### src/rtl/dsr_pkg.sv
package dsr_pkg;
  localparam int unsigned DSR_WORD_W = 16;

  typedef enum logic {
    SRC_LINE = 1'b0,
    SRC_LOOP = 1'b1
  } dsr_src_e;
endpackage

### src/rtl/dsr_src_mux.sv
module dsr_src_mux
  import dsr_pkg::*;
(
  input  logic clk_i,
  input  logic rst_ni,
  input  logic src_sel_i,
  input  logic line_bit_i,
  input  logic loop_bit_i,
  output logic bit_o,
  output logic chg_o
);
  dsr_src_e src_q;
  dsr_src_e src_d;

  assign src_d = dsr_src_e'(src_sel_i);
  assign bit_o = (src_d == SRC_LOOP) ? loop_bit_i : line_bit_i;
  assign chg_o = (src_d != src_q);

  always_ff @(posedge clk_i or negedge rst_ni) begin
    if (!rst_ni) src_q <= SRC_LINE;
    else         src_q <= src_d;
  end
endmodule

### src/rtl/dsr_word_ctr.sv
module dsr_word_ctr #(
  parameter int unsigned WORD_W = 16
) (
  input  logic clk_i,
  input  logic rst_ni,
  input  logic take_i,
  input  logic clr_i,
  output logic last_o,
  output logic word_clk_o
);
  localparam int unsigned CNT_W = $clog2(WORD_W);
  localparam logic [CNT_W-1:0] LAST = CNT_W'(WORD_W - 1);
  localparam logic [CNT_W-1:0] HALF = CNT_W'(WORD_W / 2);

  logic [CNT_W-1:0] cnt_q, cnt_d;
  logic             wclk_q;

  assign last_o = take_i && (cnt_q == LAST);

  always_comb begin
    cnt_d = cnt_q;
    if (clr_i)       cnt_d = '0;
    else if (last_o) cnt_d = '0;
    else if (take_i) cnt_d = cnt_q + 1'b1;
  end

  always_ff @(posedge clk_i or negedge rst_ni) begin
    if (!rst_ni) begin
      cnt_q  <= '0;
      wclk_q <= 1'b0;
    end else begin
      cnt_q  <= cnt_d;
      wclk_q <= (cnt_d >= HALF);
    end
  end

  assign word_clk_o = wclk_q;

  // idle cycles leave the group position alone
  a_r4_cnt_hold: assert property (@(posedge clk_i) disable iff (!rst_ni)
    (!take_i && !clr_i) |=> $stable(cnt_q));
endmodule

### src/rtl/dsr_shifter.sv
module dsr_shifter #(
  parameter int unsigned WORD_W = 16
) (
  input  logic              clk_i,
  input  logic              rst_ni,
  input  logic              take_i,
  input  logic              load_i,
  input  logic              bit_i,
  output logic [WORD_W-1:0] word_o,
  output logic              vld_o
);
  logic [WORD_W-2:0] sh_q;
  logic [WORD_W-1:0] word_q;
  logic              vld_q;

  always_ff @(posedge clk_i or negedge rst_ni) begin
    if (!rst_ni) begin
      sh_q   <= '0;
      word_q <= '0;
      vld_q  <= 1'b0;
    end else begin
      vld_q <= load_i;
      if (take_i) sh_q <= {sh_q[WORD_W-3:0], bit_i};
      if (load_i) word_q <= {sh_q, bit_i};
    end
  end

  assign word_o = word_q;
  assign vld_o  = vld_q;

  // a strobe needs a full group, so never two in a row
  a_r5_single_pulse: assert property (@(posedge clk_i) disable iff (!rst_ni)
    vld_q |=> !vld_q);
endmodule

### src/rtl/dsr_deser.sv
module dsr_deser
  import dsr_pkg::*;
#(
  parameter int unsigned WORD_W = DSR_WORD_W
) (
  input  logic              clk_i,
  input  logic              rst_ni,
  input  logic              bit_en_i,
  input  logic              line_bit_i,
  input  logic              loop_bit_i,
  input  logic              src_sel_i,
  output logic [WORD_W-1:0] word_o,
  output logic              word_clk_o,
  output logic              word_vld_o
);
  logic sel_bit;
  logic src_chg;
  logic take;
  logic last;

  dsr_src_mux u_mux (
    .clk_i      (clk_i),
    .rst_ni     (rst_ni),
    .src_sel_i  (src_sel_i),
    .line_bit_i (line_bit_i),
    .loop_bit_i (loop_bit_i),
    .bit_o      (sel_bit),
    .chg_o      (src_chg)
  );

  // a select change drops the bit of that cycle
  assign take = bit_en_i && !src_chg;

  dsr_word_ctr #(.WORD_W(WORD_W)) u_ctr (
    .clk_i      (clk_i),
    .rst_ni     (rst_ni),
    .take_i     (take),
    .clr_i      (src_chg),
    .last_o     (last),
    .word_clk_o (word_clk_o)
  );

  dsr_shifter #(.WORD_W(WORD_W)) u_shf (
    .clk_i  (clk_i),
    .rst_ni (rst_ni),
    .take_i (take),
    .load_i (last),
    .bit_i  (sel_bit),
    .word_o (word_o),
    .vld_o  (word_vld_o)
  );

  a_r5_word_needs_vld: assert property (@(posedge clk_i) disable iff (!rst_ni)
    (word_o != $past(word_o)) |-> word_vld_o);

  a_r6_fall_on_load: assert property (@(posedge clk_i) disable iff (!rst_ni)
    word_vld_o |-> (!word_clk_o && $past(word_clk_o)));

  a_r4_vld_after_enable: assert property (@(posedge clk_i) disable iff (!rst_ni)
    word_vld_o |-> $past(bit_en_i));

  a_r7_switch_restarts: assert property (@(posedge clk_i) disable iff (!rst_ni)
    src_chg |=> (!word_vld_o && !word_clk_o));
endmodule

### config.mk
export PLATFORM = sky130hd
export DESIGN_NAME = dsr_deser
export DESIGN_NICKNAME = d
export VERILOG_FILES = /design/src/rtl/dsr_pkg.sv /design/src/rtl/dsr_src_mux.sv /design/src/rtl/dsr_word_ctr.sv /design/src/rtl/dsr_shifter.sv /design/src/rtl/dsr_deser.sv
export SDC_FILE = /design/constraint.sdc
export NUM_CORES = 1
export LEC_CHECK = 0
export ABC_CLOCK_PERIOD_IN_PS = 3600
export BUFFER_PORTS_ARGS = -buffer_cell sky130_fd_sc_hd__buf_2
export CORE_ASPECT_RATIO = 1.75
export CORE_MARGIN = 1
export CORE_UTILIZATION = 45
export CTS_BUF_LIST = sky130_fd_sc_hd__clkbuf_2
export CTS_CLUSTER_DIAMETER = 150
export DETAILED_ROUTE_END_ITERATION = 16
export PLACE_DENSITY = 0.66
export SLEW_MARGIN = 20
export SYNTH_ARGS = -nofsm -noshare
export SYNTH_HDL_FRONTEND = slang
export SYNTH_SLANG_ARGS = --single-unit
### constraint.sdc
create_clock -name clk_i -period 3.6 [get_ports clk_i]
set_input_delay 0.18 -clock clk_i [delete_from_list [all_inputs] [get_ports clk_i]]
set_output_delay 0.18 -clock clk_i [all_outputs]
set_load 0.1 [all_outputs]
# Yosys cells after proc, flatten, opt, wreduce, memory -nomap -nowiden
# Index checks and enable logic that the tools add are counted.
# W data, S select, Z words.
# op_classes
mux	4
n_reduce_logical	3
n_lt_le_gt_ge	1
n_addsub	1
n_eq_ne	2
# op_table
op	count
$mux W4	3
$add A4 B1 Y4 const B	1
$eq A4 B4 Y1 const B	1
$ge A4 B4 Y1 const B	1
$logic_and A1 B1 Y1	2
$logic_not A1 Y1	1
$mux W1	1
$ne A1 B1 Y1	1
# totals
register_bits	38
word_cells	17

# Depth between registers and ports, before layout
# depth
word_depth	7
ltp_mapped	5
depth_no_buf	4

# Cells and area by module
# From an unflattened synthesis, not the netlist that was laid out.
# hier_totals
hier_cells	90
area_unflattened_um2	1572.8
# modules_own_cells
module	cells_per_inst	instances	seq_area_each_um2	area_each_um2
dsr_shifter	67	1	800.8	1287.5
dsr_word_ctr	19	1	125.1	222.7
dsr_src_mux	3	1	25.0	48.8
dsr_deser	1	1	0.0	13.8

# Worst setup path before layout
# OpenSTA, ideal clock, no wires.
# synth_timing
kind	register to register
start	register u_mux.src_q
end	register u_shf.word_q[1], in the netlist u_shf.word_o[1]
n_path_buf	1
t_arrival_ns	1.333
slack_ns	2.141
required_ns	3.475
synth_period_minus_slack_ns	1.459
stages_incl_launch_ff	5
cell_sequence	dfrtp_1 xor2_2 nor3_2 buf_2 mux2_2
# synth_between
elab_chain_cells	4
# synth_rtl
element	line	source
start: declaration	dsr_src_mux.sv:12	dsr_src_e src_q;
start signal: assignment	dsr_src_mux.sv:21	else src_q <= src_d;
$ne A1 B1 Y1	dsr_src_mux.sv:17	assign chg_o = (src_d != src_q);
$logic_not A1 Y1	dsr_deser.sv:32	assign take = bit_en_i && !src_chg;
$logic_and A1 B1 Y1	dsr_deser.sv:32	
$logic_and A1 B1 Y1	dsr_word_ctr.sv:18	assign last_o = take_i && (cnt_q == LAST);
end signal: assignment	dsr_shifter.sv:24	if (load_i) word_q <= {sh_q, bit_i};
end: declaration	dsr_shifter.sv:13	logic [WORD_W-1:0] word_q;
# Every way passes these cells.
# A chain may end at the register's enable or synchronous reset.

# Final worst setup path
# layout_timing
start	input port src_sel_i
end	register u_shf.word_q[2], in the netlist u_shf.word_o[2]
# layout_between
elab_chain_cells	4
# layout_rtl
element	line	source
start: declaration	dsr_deser.sv:11	input logic src_sel_i,
$ne A1 B1 Y1	dsr_src_mux.sv:17	
$logic_not A1 Y1	dsr_deser.sv:32	
$logic_and A1 B1 Y1	dsr_deser.sv:32	
$logic_and A1 B1 Y1	dsr_word_ctr.sv:18	
# Every way passes these cells.

==> results.py <==
metrics = {
    "clocking": {
        "cts_tree": "built",
        "htree_levels": 2,
        "clk_pin_slew_ns": 0.16,
        "clockRootBuffer": "clkbuf_2",
        "cts.sinks": 38,
        "ctsResizeCount": 0,
        "hold_buffers": 2,
        "clk_path_buf_depth": 2,
        "post-cts-setup-buffers": 0,
        "cts_buffers": 5,
        "clk_latency_ns": 0.36,
    },
    "layout": {
        "nFillCells": 295,
        "final_cells": 164,
        "drive_above_1_share_pct": 51.2,
        "area_growth_pct": 12.7,
        "nNetsFinal": 127,
        "diodes": 0,
    },
    "worst_hold_path": {
        "whs_path_depth": 3,
        "min_path_type": "primary input to flip-flop",
        "min-delay-start": "bit_en_i",
        "min_to": "u_ctr.cnt_q[0]",
    },
    "worst_setup_path": {
        "critical_path_class": "primary input to flip-flop",
        "worstPathRequired_ns": 3.86,
        "cp-end-kind": "flip-flop",
        "ff2ff_path_depth": 5,
        "worst_setup_path_start_kind": "primary input",
        "cp_slowest_cell": "nor3_2",
        "r2r_end": "u_shf.word_o[2]",
        "max_stage_delay_ns": 0.71,
        "reg2reg_slack_ns": 1.51,
        "path_cells": "dlygate4sd3_1 > buf_2 > xor2_2 > nor3_2 > buf_4 > mux2_2",
        "rr_startpoint": "u_ctr.cnt_q[0]",
        "worstPathMaxFanout": 11,
        "critical_path_arrival_ns": 2.47,
    },
    "sta": {
        "whs_ns": 0.165,
        "finalSetupViolCount": 0,
        "fmax_mhz": 453,
        "finClkSkew_ns": 0.0154,
        "drv_slew": 0,
        "rsz0062_at_grt": "no",
        "finalCritPeriodShare_pct": 61.3,
        "hold_viol_final": 0,
        "tightest_slew_ns": 0.875,
        "relSlewSlack_pct": 41.7,
        "fin_crit_ns": 2.21,
        "setup_tns_ns": 0,
    },
    "grt": {
        "grt.met3_usage_pct": 5.45,
        "antenna_found_initial": 0,
        "grt_pass1_vias": 863,
        "grt_pass1_wl_um": 4100,
        "gr-usage-met1_pct": 20.4,
        "met2_usage_pct": 24.1,
        "globalRoute.busiestLayer": "met2",
        "grt_max_degree": 39,
        "track_usage_pct": 16.3,
        "grt_overflow": 0,
    },
    "floorplanning": {
        "initial_core_util_pct": 47.6,
        "placementRows": 27,
        "ios": 24,
        "die_h_um": 78.7,
        "dieArea_sq_um": 3610,
        "die_x_um": 45.8,
        "coreArea_sq_um": 3180,
    },
    "synth": {
        "synth_cells": 91,
        "yosysUniqueCellTypes": 19,
        "synth-edff-count": 0,
        "ys_ff_latch": 38,
        "synth_top_flop_cell": "dfrtp_1",
        "ys_async_sr_fraction_pct": 100,
        "syn_area_sq_um": 1510,
        "yosysTopAreaCellShare_pct": 62.9,
        "synthTopCellsByArea": "dfrtp_1 (63%), mux2_2 (16%), mux2_4 (9.9%), buf_12 (1.3%), nor3_1 (1.3%)",
        "yosys.area.top_type": "dfrtp_1",
        "yosysMostFrequentCell": "dfrtp_1",
        "netlist_top_cells_count": "dfrtp_1 (38), mux2_2 (21), mux2_4 (10), nor3_1 (4)",
        "avgSynthCellArea_sq_um": 16.6,
        "yosysSeqAreaShare_pct": 62.9,
        "yosys_warnings": 0,
        "syn_nets": 98,
    },
    "placed_design": {
        "hpwl_um": 1510,
        "portBuffers": 23,
        "gp_congestion": 0.699,
        "place_inst": 154,
    },
    "power_and_ir_drop": {
        "vdd_drop_max_uv": 388,
        "powerDensity_nw_per_um2": 520,
        "leakage_nw": 0.911,
    },
    "routing": {
        "post_drt_via_cell_ratio": 4.92,
        "dr.pass1.iters": 2,
        "vias": 807,
        "drt-wirelength-per-cell_um": 14.0,
        "drt_wl_total_um": 2300,
        "drc_errors": 0,
        "ant_nets": 0,
        "drtIter0Drc": 11,
    },
    "run_status": {
        "status": "finished clean",
    },
    "job": {
        "cap_violations": 0,
    },
}
-- through the flow --
| stage | instance area (sq um) | total power (W) | utilization [%] | worst slack [ns] |
|---|---|---|---|---|
| after floorplan | 1510 | 0.000687 | - | 2.14 |
| after global placement | 1650 | 0.000721 | 51.9 | 1.58 |
| after detailed placement | 1650 | 0.000728 | 51.9 | 1.52 |
| after CTS | 1700 | 0.000903 | 53.7 | 1.42 |
| after global routing | 1700 | 0.000949 | 53.7 | 1.34 |
| final | 1700 | 0.000886 | 53.7 | 1.39 |
-- critical path, delay by kind of cell --
family | cells | cell delay [ns]
xor gates and xnor gates | 1 | 0.21
muxes | 1 | 0.35
and+or+nand+nor | 1 | 0.71
buffers and inverters | 3 | 1.00
-- flip-flops by register name (all words and copies together), names as in the netlist --
register / count
u_shf.word_o: 16
u_shf.sh_q: 15
u_ctr.cnt_q: 4
u_ctr.word_clk_o: 1
u_mux.src_q: 1
u_shf.vld_o: 1
-- placed cells by master (no fill, tap or decap), types with 2 or more instances in the layout --
master	count
nand2_1	2
dlygate4sd3_1	2
buf_2	23
clkbuf_2	5
mux2_2	21
nor3_1	4
clkinv_1	3
dfrtp_1	38
xor2_1	2
mux2_4	10
-- area by class of cell --
type                    instances  area [sq um]  share of cell area, %
clock buffers                   5          25.0                   1.47
clock inverters                 3          11.3                  0.661
inverters                       1          3.75                  0.220
multi-input cells              48           517                   30.3
flip-flops and latches         38           951                   55.8
well taps                      43          53.8                   3.16
repair buffers                 26           143                   8.37
-- how the worst max path moves through the flow --
stage | slack, ns | cells past startpoint | from | to
after CTS | 1.42 | 6 | src_sel_i | u_shf.word_o[2]
final | 1.39 | 6 | src_sel_i | u_shf.word_o[2]
after global placement | 1.58 | 5 | u_ctr.cnt_q[0] | u_shf.word_o[1]
after global routing | 1.34 | 5 | u_ctr.cnt_q[0] | u_shf.word_o[3]
after floorplan | 2.14 | 4 | u_mux.src_q | u_shf.word_o[1]
after detailed placement | 1.52 | 5 | u_ctr.cnt_q[0] | u_shf.word_o[5]
-- power breakdown --
group | switching (W) | internal, W
sequential | 0.0000642 | 0.000508
combinational | 0.0000416 | 0.000106
clock | 0.000125 | 0.0000416
total | 0.000231 | 0.000655
-- kinds of logic (layout without fill, tap and decap cells) --
| family | after synthesis | in the layout | share of synthesized area (%) |
|---|---|---|---|
| AND/OR/NAND/NOR | 10 | 10 | 3.56 |
| buffers and inverters | 5 | 35 | 2.98 |
| multiplexers | 33 | 33 | 27.0 |
| adder cells (fa/ha/maj) | 1 | 1 | 0.827 |
| flip-flops | 38 | 38 | 62.9 |
| XOR/XNOR | 4 | 4 | 2.81 |
-- per-layer routing --
metal | part of all wire, % | wire length (um)
met5 | 0 | 0
met4 | 2.6 | 60
met3 | 3.7 | 86
met2 | 50 | 1150
met1 | 44 | 1010
Power figures use the tool's default switching activity.
